**src/rtl/xfer_track_pkg.sv**
```systemverilog
package xfer_track_pkg;
  // register offsets
  localparam int OFS_CNT   = 0;
  localparam int OFS_STAT  = 4;
  localparam int OFS_INTEN = 5;
  localparam int OFS_CTRL  = 6;
  localparam int OFS_CADDR = 8;
  // status bit positions
  localparam int ST_DONE = 0;
  localparam int ST_WRAP = 1;
  localparam int ST_N    = 2;
  // control bit positions
  localparam int CTL_CLR = 0;
endpackage

```
**src/rtl/xfer_regif.sv**
```systemverilog
module xfer_regif
  import xfer_track_pkg::*;
#(
  parameter int CNT_W  = 24,
  parameter int ADDR_W = 32,
  parameter int REG_AW = 4,
  parameter int DW     = 8
) (
  input  logic                  clk,
  input  logic                  rst,
  input  logic                  we,
  input  logic [REG_AW-1:0]     waddr,
  input  logic [DW-1:0]         wdata,
  input  logic [REG_AW-1:0]     raddr,
  input  logic [CNT_W-1:0]      cnt,
  input  logic [ADDR_W-1:0]     caddr,
  input  logic [ST_N-1:0]       stat,
  output logic [CNT_W/DW-1:0]   cnt_byte_we,
  output logic                  cnt_clear,
  output logic [ST_N-1:0]       stat_clr,
  output logic [ST_N-1:0]       en_q,
  output logic [DW-1:0]         rdata_q
);
  localparam int CNT_BYTES  = CNT_W / DW;
  localparam int ADDR_BYTES = ADDR_W / DW;

  logic [DW-1:0] rd_nxt;

  // write decode, one strobe per count lane
  for (genvar g = 0; g < CNT_BYTES; g++) begin : g_lane_we
    assign cnt_byte_we[g] = we && (waddr == REG_AW'(OFS_CNT + g));
  end

  assign cnt_clear = we && (waddr == REG_AW'(OFS_CTRL)) && wdata[CTL_CLR];
  assign stat_clr  = (we && (waddr == REG_AW'(OFS_STAT))) ? wdata[ST_N-1:0] : '0;

  always_ff @(posedge clk) begin
    if (rst) begin
      en_q <= '0;
    end else if (we && (waddr == REG_AW'(OFS_INTEN))) begin
      en_q <= wdata[ST_N-1:0];
    end
  end

  // read mux on registered state
  always_comb begin
    rd_nxt = '0;
    for (int i = 0; i < CNT_BYTES; i++) begin
      if (raddr == REG_AW'(OFS_CNT + i)) rd_nxt = cnt[DW*i +: DW];
    end
    for (int i = 0; i < ADDR_BYTES; i++) begin
      if (raddr == REG_AW'(OFS_CADDR + i)) rd_nxt = caddr[DW*i +: DW];
    end
    if (raddr == REG_AW'(OFS_STAT))  rd_nxt[ST_N-1:0] = stat;
    if (raddr == REG_AW'(OFS_INTEN)) rd_nxt[ST_N-1:0] = en_q;
  end

  always_ff @(posedge clk) begin
    if (rst) rdata_q <= '0;
    else     rdata_q <= rd_nxt;
  end
endmodule

```
**src/rtl/xfer_count.sv**
```systemverilog
module xfer_count #(
  parameter int CNT_W = 24,
  parameter int DW    = 8
) (
  input  logic                clk,
  input  logic                rst,
  input  logic [CNT_W/DW-1:0] byte_we,
  input  logic [DW-1:0]       wdata,
  input  logic                clear,
  input  logic                commit,
  output logic [CNT_W-1:0]    count_q,
  output logic                commit_eff,
  output logic                rollover
);
  localparam int CNT_BYTES = CNT_W / DW;

  logic [CNT_W-1:0] dec;

  // register access wins over a commit in the same cycle
  assign commit_eff = commit && !(|byte_we) && !clear;
  assign rollover   = commit_eff && (count_q == '0);
  assign dec        = count_q - CNT_W'(1);

  for (genvar g = 0; g < CNT_BYTES; g++) begin : g_lane
    always_ff @(posedge clk) begin
      if (rst || clear) begin
        count_q[DW*g +: DW] <= '0;
      end else if (byte_we[g]) begin
        count_q[DW*g +: DW] <= wdata;
      end else if (commit_eff) begin
        count_q[DW*g +: DW] <= dec[DW*g +: DW];
      end
    end
  end
endmodule

```
**src/rtl/xfer_addr.sv**
```systemverilog
module xfer_addr #(
  parameter int ADDR_W = 32
) (
  input  logic              clk,
  input  logic              rst,
  input  logic              load,
  input  logic [ADDR_W-1:0] load_val,
  input  logic              inc,
  output logic [ADDR_W-1:0] addr_q
);
  always_ff @(posedge clk) begin
    if (rst)       addr_q <= '0;
    else if (load) addr_q <= load_val;
    else if (inc)  addr_q <= addr_q + ADDR_W'(1);
  end
endmodule

```
**src/rtl/xfer_status.sv**
```systemverilog
module xfer_status
  import xfer_track_pkg::*;
(
  input  logic            clk,
  input  logic            rst,
  input  logic            cnt_zero,
  input  logic            rollover,
  input  logic [ST_N-1:0] clr,
  input  logic [ST_N-1:0] en,
  output logic [ST_N-1:0] stat_q,
  output logic            irq_q
);
  logic [ST_N-1:0] set_vec;

  always_comb begin
    set_vec          = '0;
    set_vec[ST_DONE] = cnt_zero;
    set_vec[ST_WRAP] = rollover;
  end

  // set has priority over a clear in the same cycle
  always_ff @(posedge clk) begin
    if (rst) begin
      stat_q <= '0;
      irq_q  <= 1'b0;
    end else begin
      stat_q <= set_vec | (stat_q & ~clr);
      irq_q  <= |(stat_q & en);
    end
  end
endmodule

```
**src/rtl/xfer_track_top.sv**
```systemverilog
module xfer_track_top
  import xfer_track_pkg::*;
#(
  parameter int CNT_W  = 24,
  parameter int ADDR_W = 32,
  parameter int REG_AW = 4,
  parameter int DW     = 8
) (
  input  logic              clk,
  input  logic              rst,
  input  logic              reg_we,
  input  logic [REG_AW-1:0] reg_waddr,
  input  logic [DW-1:0]     reg_wdata,
  input  logic [REG_AW-1:0] reg_raddr,
  output logic [DW-1:0]     reg_rdata,
  input  logic              byte_commit,
  input  logic              addr_load,
  input  logic [ADDR_W-1:0] addr_load_val,
  output logic              done_o,
  output logic              wrap_o,
  output logic              irq_o
);
  localparam int CNT_BYTES = CNT_W / DW;

  logic [CNT_BYTES-1:0] cnt_byte_we;
  logic                 cnt_clear;
  logic [ST_N-1:0]      stat_clr;
  logic [ST_N-1:0]      en_q;
  logic [ST_N-1:0]      stat_q;
  logic [CNT_W-1:0]     count_q;
  logic [ADDR_W-1:0]    caddr_q;
  logic                 commit_eff;
  logic                 rollover;

  xfer_regif #(.CNT_W(CNT_W), .ADDR_W(ADDR_W), .REG_AW(REG_AW), .DW(DW)) u_regif (
    .clk(clk), .rst(rst), .we(reg_we), .waddr(reg_waddr), .wdata(reg_wdata),
    .raddr(reg_raddr), .cnt(count_q), .caddr(caddr_q), .stat(stat_q),
    .cnt_byte_we(cnt_byte_we), .cnt_clear(cnt_clear), .stat_clr(stat_clr),
    .en_q(en_q), .rdata_q(reg_rdata)
  );

  xfer_count #(.CNT_W(CNT_W), .DW(DW)) u_count (
    .clk(clk), .rst(rst), .byte_we(cnt_byte_we), .wdata(reg_wdata),
    .clear(cnt_clear), .commit(byte_commit), .count_q(count_q),
    .commit_eff(commit_eff), .rollover(rollover)
  );

  xfer_addr #(.ADDR_W(ADDR_W)) u_addr (
    .clk(clk), .rst(rst), .load(addr_load), .load_val(addr_load_val),
    .inc(commit_eff), .addr_q(caddr_q)
  );

  xfer_status u_status (
    .clk(clk), .rst(rst), .cnt_zero(count_q == '0), .rollover(rollover),
    .clr(stat_clr), .en(en_q), .stat_q(stat_q), .irq_q(irq_o)
  );

  assign done_o = stat_q[ST_DONE];
  assign wrap_o = stat_q[ST_WRAP];
endmodule

```
**config.mk**
```make
export PLATFORM = sky130hd
export DESIGN_NAME = xfer_track_top
export DESIGN_NICKNAME = d
export VERILOG_FILES = /design/src/rtl/xfer_track_pkg.sv /design/src/rtl/xfer_regif.sv /design/src/rtl/xfer_count.sv /design/src/rtl/xfer_addr.sv /design/src/rtl/xfer_status.sv /design/src/rtl/xfer_track_top.sv
export SDC_FILE = /design/constraint.sdc
export NUM_CORES = 1
export LEC_CHECK = 0
export ABC_AREA = 1
export BUFFER_PORTS_ARGS = -buffer_cell sky130_fd_sc_hd__buf_4
export CORE_ASPECT_RATIO = 2
export CORE_UTILIZATION = 30
export DETAILED_ROUTE_END_ITERATION = 12
export GPL_TIMING_DRIVEN = 1
export PLACE_DENSITY = 0.5
export SETUP_SLACK_MARGIN = 0.15
export SYNTH_ARGS = -nofsm -noshare
export SYNTH_HDL_FRONTEND = slang
export SYNTH_HIERARCHICAL = 1
export SYNTH_SLANG_ARGS = --single-unit
```
**constraint.sdc**
```tcl
create_clock -name clk -period 6 [get_ports clk]
set_input_delay 1.2 -clock clk [delete_from_list [all_inputs] [get_ports clk]]
set_output_delay 1.2 -clock clk [all_outputs]
set_load 0.01 [all_outputs]
```
==> results.sh, run 1 <==
export IMPL_status="complete, no violations"
export IMPL_crit_arrival_ns=3.89
export IMPL_routedWlPerCell_um=17.0
export IMPL_postCtsSetupBuffers=0
export IMPL_cts_resized=0
export IMPL_cp_cell_sequence="buf_4 -> nand3b_1 -> nor2_1 -> inv_4 -> nand4_2 -> inv_2 -> nor2_2 -> buf_4 -> a22oi_1 -> a21oi_1"
export IMPL_n_antenna_cell=0
export IMPL_crit_path_end_kind="register"
export IMPL_grt_pass1_wl_um=28600
export IMPL_layout_worst_path_cycle_share_pct=60.3
export IMPL_synth_distinct_cells=44
export IMPL_num_rows=67
export IMPL_clock_fmax_mhz=276
export IMPL_setup_violations=0
export IMPL_grt_max_degree=34
export IMPL_ys_ff_latch=69
export IMPL_cts_tree="built"
export IMPL_fillers=1948
export IMPL_final_layout_size_suffix_gt1_share_pct=19.4
export IMPL_slew_headroom_pct=41.1
export IMPL_cts_root_buffer="clkbuf_16"
export IMPL_overflow=0
export IMPL_cp_max_fo=31
export IMPL_max_slew_worst_pin_slew_ns=0.880
export IMPL_ios=64
export IMPL_p_per_area_nw_per_um2=277
export IMPL_worst_slack_ns=2.38
export IMPL_clock_path_buffers=2
export IMPL_ys_top_cells_by_count="nand2_1 (193), nor2_1 (93), nand3_1 (92)"
export IMPL_viasPerCell=5.12
export IMPL_antenna_left=0
export IMPL_insertion_delay_ns=0.34
export IMPL_worst_path_max_delay_cell="nor2_1"
export IMPL_routed_wl_um=18200
export IMPL_first_global_vias=5503
export IMPL_drv_cap=0
export IMPL_place_ws_ns=2.00
export IMPL_critical_path_top_delay_family="simple AND/OR/NAND/NOR gates"
export IMPL_yosys_top_cells_area="dfxtp_1 (27%), nand2_1 (14%), nand3_1 (8.9%), nor2_1 (6.8%), inv_1 (6.6%)"
export IMPL_holdPathStages=2
export IMPL_path_class="input port to register"
export IMPL_synth_top_flop_cell="dfxtp_1"
export IMPL_synth_top_cell_by_area="dfxtp_1"
export IMPL_fin_util_pct=36.5
export IMPL_initial_core_util_pct=30.7
export IMPL_top_layer_used="met4"
export IMPL_hold_path_class="register to register"
export IMPL_cts_hold_buf=0
export IMPL_final_hold_viol_count=0
export IMPL_skew_ns=0.00719
export IMPL_setup_tns_ns=0
export IMPL_grt_total_usage_pct=21.5
export IMPL_period_needed_ns=3.62
export IMPL_die_y_um=187
export IMPL_rr_worst_depth=7
export IMPL_drc=0
export IMPL_die_w_um=94.7
export IMPL_cts_reportedPaths_clkPinSlew_ns=0.06
export IMPL_cp_required_ns=6.27
export IMPL_p_leak_uw=0.00259
export IMPL_first_pass_iters=5
export IMPL_synth_area_um2=5150
export IMPL_syn_avg_cell_area_um2=6.42
export IMPL_synth_top_area_share_pct=26.8
export IMPL_fin_nets=914
export IMPL_antenna_found_initial=0
export IMPL_design_core_area_um2=16800
export IMPL_hpwlAfterDp_um=14400
export IMPL_cp_num_buf_inv=4
export IMPL_port_buffers=63
export IMPL_num_vias=5477
export IMPL_cp_depth=10
export IMPL_die_area_um2=17700
export IMPL_met2_wirelength_um=10400
export IMPL_clock_sinks=69
export IMPL_cpMostUsedCell="buf_4"
export IMPL_wl_met1_um=6240
export IMPL_synth_nets=858
export IMPL_drtIter0Drc=300
export IMPL_ir_drop_mv=0.137
export IMPL_synth_edf_count=0
export IMPL_rsz0062_at_grt="false"
export IMPL_ys_warn_count=6
export IMPL_cts_max_level=3
export IMPL_wl_met3_um=642
export IMPL_drv_slew=0
export IMPL_cp_slowest_stage_delay_ns=0.69
export IMPL_async_flop_share_pct=0
export IMPL_gp_congestion=0.857
export IMPL_syn_inst=802
export IMPL_area_delta_synth_final_pct=18.7
export IMPL_synth_most_common_cell="nand2_1"
export IMPL_synth_sequential_area_ratio_pct=26.8
export IMPL_critPathLaunchType="input port"
export IMPL_numCtsBuffers=9
==> cells by family (layout without fill, tap and decap cells) <==
group	after synthesis	in the layout	share of synthesized area, %
XOR/XNOR	14	14	2.53
flip-flops	69	69	26.8
AO/OA/AOI/OAI	129	129	15.4
buffers and inverters	121	182	9.71
AND/OR/NAND/NOR	466	466	44.8
adder cells (fa/ha/maj)	3	3	0.729
==> flip-flops by register name, indices dropped and copies added, names as in the netlist <==
signal           flops
u_addr/addr_q       32
u_count/count_q     24
u_regif/rdata_q      8
u_regif/en_q         2
u_status/stat_q      2
u_status/irq_q       1
==> path summary, 6_finish.rpt <==
| check | startpoint | end | slack [ns] |
|---|---|---|---|
| max | reg_waddr[3] | u_addr/addr_q[17] | 2.38 |
| min | u_regif/en_q[1] | u_status/irq_q | 0.48 |
| max reg2reg | u_count/count_q[8] | u_status/stat_q[1] | 4.24 |
| min reg2reg | u_regif/en_q[1] | u_status/irq_q | 0.48 |
==> stage by stage <==
step,hold slack [ns],instance area (um2),power [uW],std cells
after floorplan,0.443,5150,928,802
after global placement,0.476,5780,1080,1054
after detailed placement,0.472,5780,1080,1054
after CTS,0.485,6120,1710,1070
after global routing,0.516,6120,1790,1070
final,0.483,6120,1690,1070
==> report_power, final <==
part | internal, uW | switching, uW | total [uW]
Clock | 406 | 218 | 624
Combinational | 180 | 309 | 489
Sequential | 500 | 80.2 | 580
==> metal layers <==
metal	vias to the layer above	global-route usage, %
met3	46	3.25
li1	2749	-
met5	-	0
met4	0	11.9
met2	146	41.5
met1	2536	20.5
==> final cells by class <==
type,instances,area (um2),share of cell area (%)
Inverter,102,385,6.30
Clock buffer,10,229,3.74
Timing Repair Buffer,64,480,7.85
Clock inverter,6,111,1.82
Tap cell,207,259,4.23
Multi-Input combinational cell,612,3270,53.5
Sequential cell,69,1380,22.6
==> placed cells by master (no fill, tap or decap), types with 5 or more instances in the layout <==
cell type	synthesis	final
nand4_1	18	18
inv_1	90	90
a21oi_2	7	7
inv_2	10	10
o22ai_1	5	5
a31oi_1	8	8
nand2_4	5	5
xor2_1	11	11
o21ai_0	14	14
a22oi_1	24	24
nand2_1	193	193
o221a_2	5	5
buf_4	1	64
a21oi_1	61	61
nor2_2	10	10
nor2_1	93	93
clkbuf_16	0	9
dfxtp_1	69	69
nor2_4	21	21
nand2_2	14	14
nand3_1	92	92
==> worst min-delay path: cells and delay by family (launching register included) <==
family           cells  cell delay [ns]
flip-flops           1             0.32
AO/OA/AOI/OAI        1             0.04
AND/OR/NAND/NOR      1             0.08
(Power assumes the default switching activity.)
==> inputs of run 2 (changes only) <==
==> constraint.sdc (replaced) <==
create_clock -name clk -period 3.6 [get_ports clk]
set_input_delay 0.72 -clock clk [delete_from_list [all_inputs] [get_ports clk]]
set_output_delay 0.72 -clock clk [all_outputs]
set_load 0.01 [all_outputs]
==> run 2 against run 1 <==
Count of clock-buffer cells in the layout shrank 1. Combinational power is 69% higher. Worst setup slack worse by 1.2 ns. Sequential cell count unchanged. Non-clock buffer count grew 5. Global-route usage down 0.17 points. Critical path depth is 3 higher. Sequential share of layout area fell by 0.12 points. Utilization grew 0.20 points. Worst hold slack improved by 0.0073 ns. Clock skew fell by 0.0011 ns. Wire length rose by 0.74%. Critical endpoint is now u_addr/addr_q[4]. Largest power group unchanged.
==> results.sh, run 2 (same netlist as run 1, synthesis figures left out) <==
export IMPL_first_global_vias=5493
export IMPL_final_cell_mix="nand2_1 (193), nor2_1 (93), nand3_1 (92), inv_1 (90)"
export IMPL_final_hold_viol_count=0
export IMPL_grt_total_usage_pct=21.3
export IMPL_final_cells=1074
export IMPL_antenna_found_initial=0
export IMPL_area_delta_synth_final_pct=19.4
export IMPL_routedWlPerCell_um=17.1
export IMPL_dp_cells=1059
export IMPL_num_rows=67
export IMPL_period_needed_ns=2.45
export IMPL_path_class="input port to register"
export IMPL_n_antenna_cell=0
export IMPL_max_slew_worst_pin_slew_ns=0.826
export IMPL_regArea_um2=1380
export IMPL_hpwlAfterDp_um=14200
export IMPL_drv_slew=0
export IMPL_drv_cap=0
export IMPL_crit_path_end_kind="register"
export IMPL_die_y_um=187
export IMPL_p_leak_uw=0.00261
export IMPL_grt_pass1_wl_um=28600
export IMPL_ir_drop_mv=0.226
export IMPL_setup_tns_ns=0
export IMPL_hold_path_class="register to register"
export IMPL_port_buffers=63
export IMPL_cp_required_ns=3.87
export IMPL_cts_tree="built"
export IMPL_cts_root_buffer="clkbuf_16"
export IMPL_clock_path_buffers=2
export IMPL_design_core_area_um2=16800
export IMPL_clock_sinks=69
export IMPL_num_vias=5530
export IMPL_postCtsSetupBuffers=0
export IMPL_final_layout_size_suffix_gt1_share_pct=19.8
export IMPL_crit_arrival_ns=2.71
export IMPL_cts_resized=0
export IMPL_die_w_um=94.7
export IMPL_status="complete, no violations"
export IMPL_setup_violations=0
export IMPL_fillers=1905
export IMPL_largest_registers="u_addr/addr_q x32, u_count/count_q x24, u_regif/rdata_q x8"
export IMPL_fin_area_um2=6150
export IMPL_insertion_delay_ns=0.34
export IMPL_overflow=0
export IMPL_gp_congestion=0.860
export IMPL_numCtsBuffers=9
export IMPL_grt_max_degree=33
export IMPL_finalPower_uw=2830
export IMPL_rsz0062_at_grt="false"
export IMPL_viasPerCell=5.15
export IMPL_clock_fmax_mhz=408
export IMPL_skew_ns=0.00612
export IMPL_antenna_left=0
export IMPL_layout_worst_path_cycle_share_pct=68.0
export IMPL_routed_wl_um=18400
export IMPL_drc=0
export IMPL_mostFrequentLayoutCell="nand2_1"
export IMPL_p_per_area_nw_per_um2=460
export IMPL_die_area_um2=17700
export IMPL_multi_input_area_um2=3270
export IMPL_largest_register_ffs=32
export IMPL_cts_hold_buf=0
export IMPL_cts_max_level=3
export IMPL_critPathLaunchType="input port"
export IMPL_initial_core_util_pct=30.7
export IMPL_first_pass_iters=5
export IMPL_dpl_cell_area_um2=5810
export IMPL_drtIter0Drc=298
export IMPL_ios=64
export IMPL_regMostFlops="u_addr/addr_q"
export IMPL_cts_reportedPaths_clkPinSlew_ns=0.06
export IMPL_slew_headroom_pct=44.8
export IMPL_fin_nets=919
export IMPL_cp_max_fo=25
run 2: final timing paths:
kind | from | end | slack [ns] | cells after the start
worst max-delay path | reg_waddr[0] | u_addr/addr_q[4] | 1.15 | 13
worst min-delay path | u_regif/en_q[1] | u_status/irq_q | 0.49 | 2
worst max register to register | u_count/count_q[8] | u_status/stat_q[1] | 1.84 | 7
worst min register to register | u_regif/en_q[1] | u_status/irq_q | 0.49 | 2
run 2: stage by stage:
step	util, %	setup WS (ns)	hold slack (ns)
6_report	36.7	1.15	0.491
5_1_grt	36.7	0.889	0.519
4_1_cts	36.7	1.15	0.500
3_5_place_dp	34.7	0.781	0.487
3_3_place_gp	34.7	0.856	0.474
2_1_floorplan	-	1.05	0.443
run 2: critical path, stage by stage:
cell and delay, ns:
buf_4 0.11, inv_1 0.06, nor2_1 0.04, inv_1 0.06, nor2_1 0.04, buf_4 0.15, nor2_1 0.10, nand4_2 0.10
inv_2 0.38, nand2_1 0.20, inv_2 0.41, o211ai_1 0.16, a31oi_1 0.16
run 2: layout make-up:
cell class	instances	area share (%)
inverters	102	6.27
well taps	207	4.21
repair buffers	69	8.42
flip-flops and latches	69	22.5
clock inverters	6	1.81
multi-input cells	612	53.2
clock buffers	9	3.66
run 2: report_power, final:
| group | internal (uW) | total [uW] | switching [uW] |
|---|---|---|---|
| logic | 303 | 824 | 521 |
| clock network | 674 | 1040 | 364 |
| registers | 833 | 966 | 133 |
| total | 1810 | 2830 | 1020 |
run 2: per-layer routing:
layer	up-vias	GRT usage (%)	part of all wire [%]
li1	2750	-	-
met1	2602	20.8	35
met2	139	42.3	58
met3	39	1.99	3.5
met4	0	9.97	3.7
met5	-	0	0
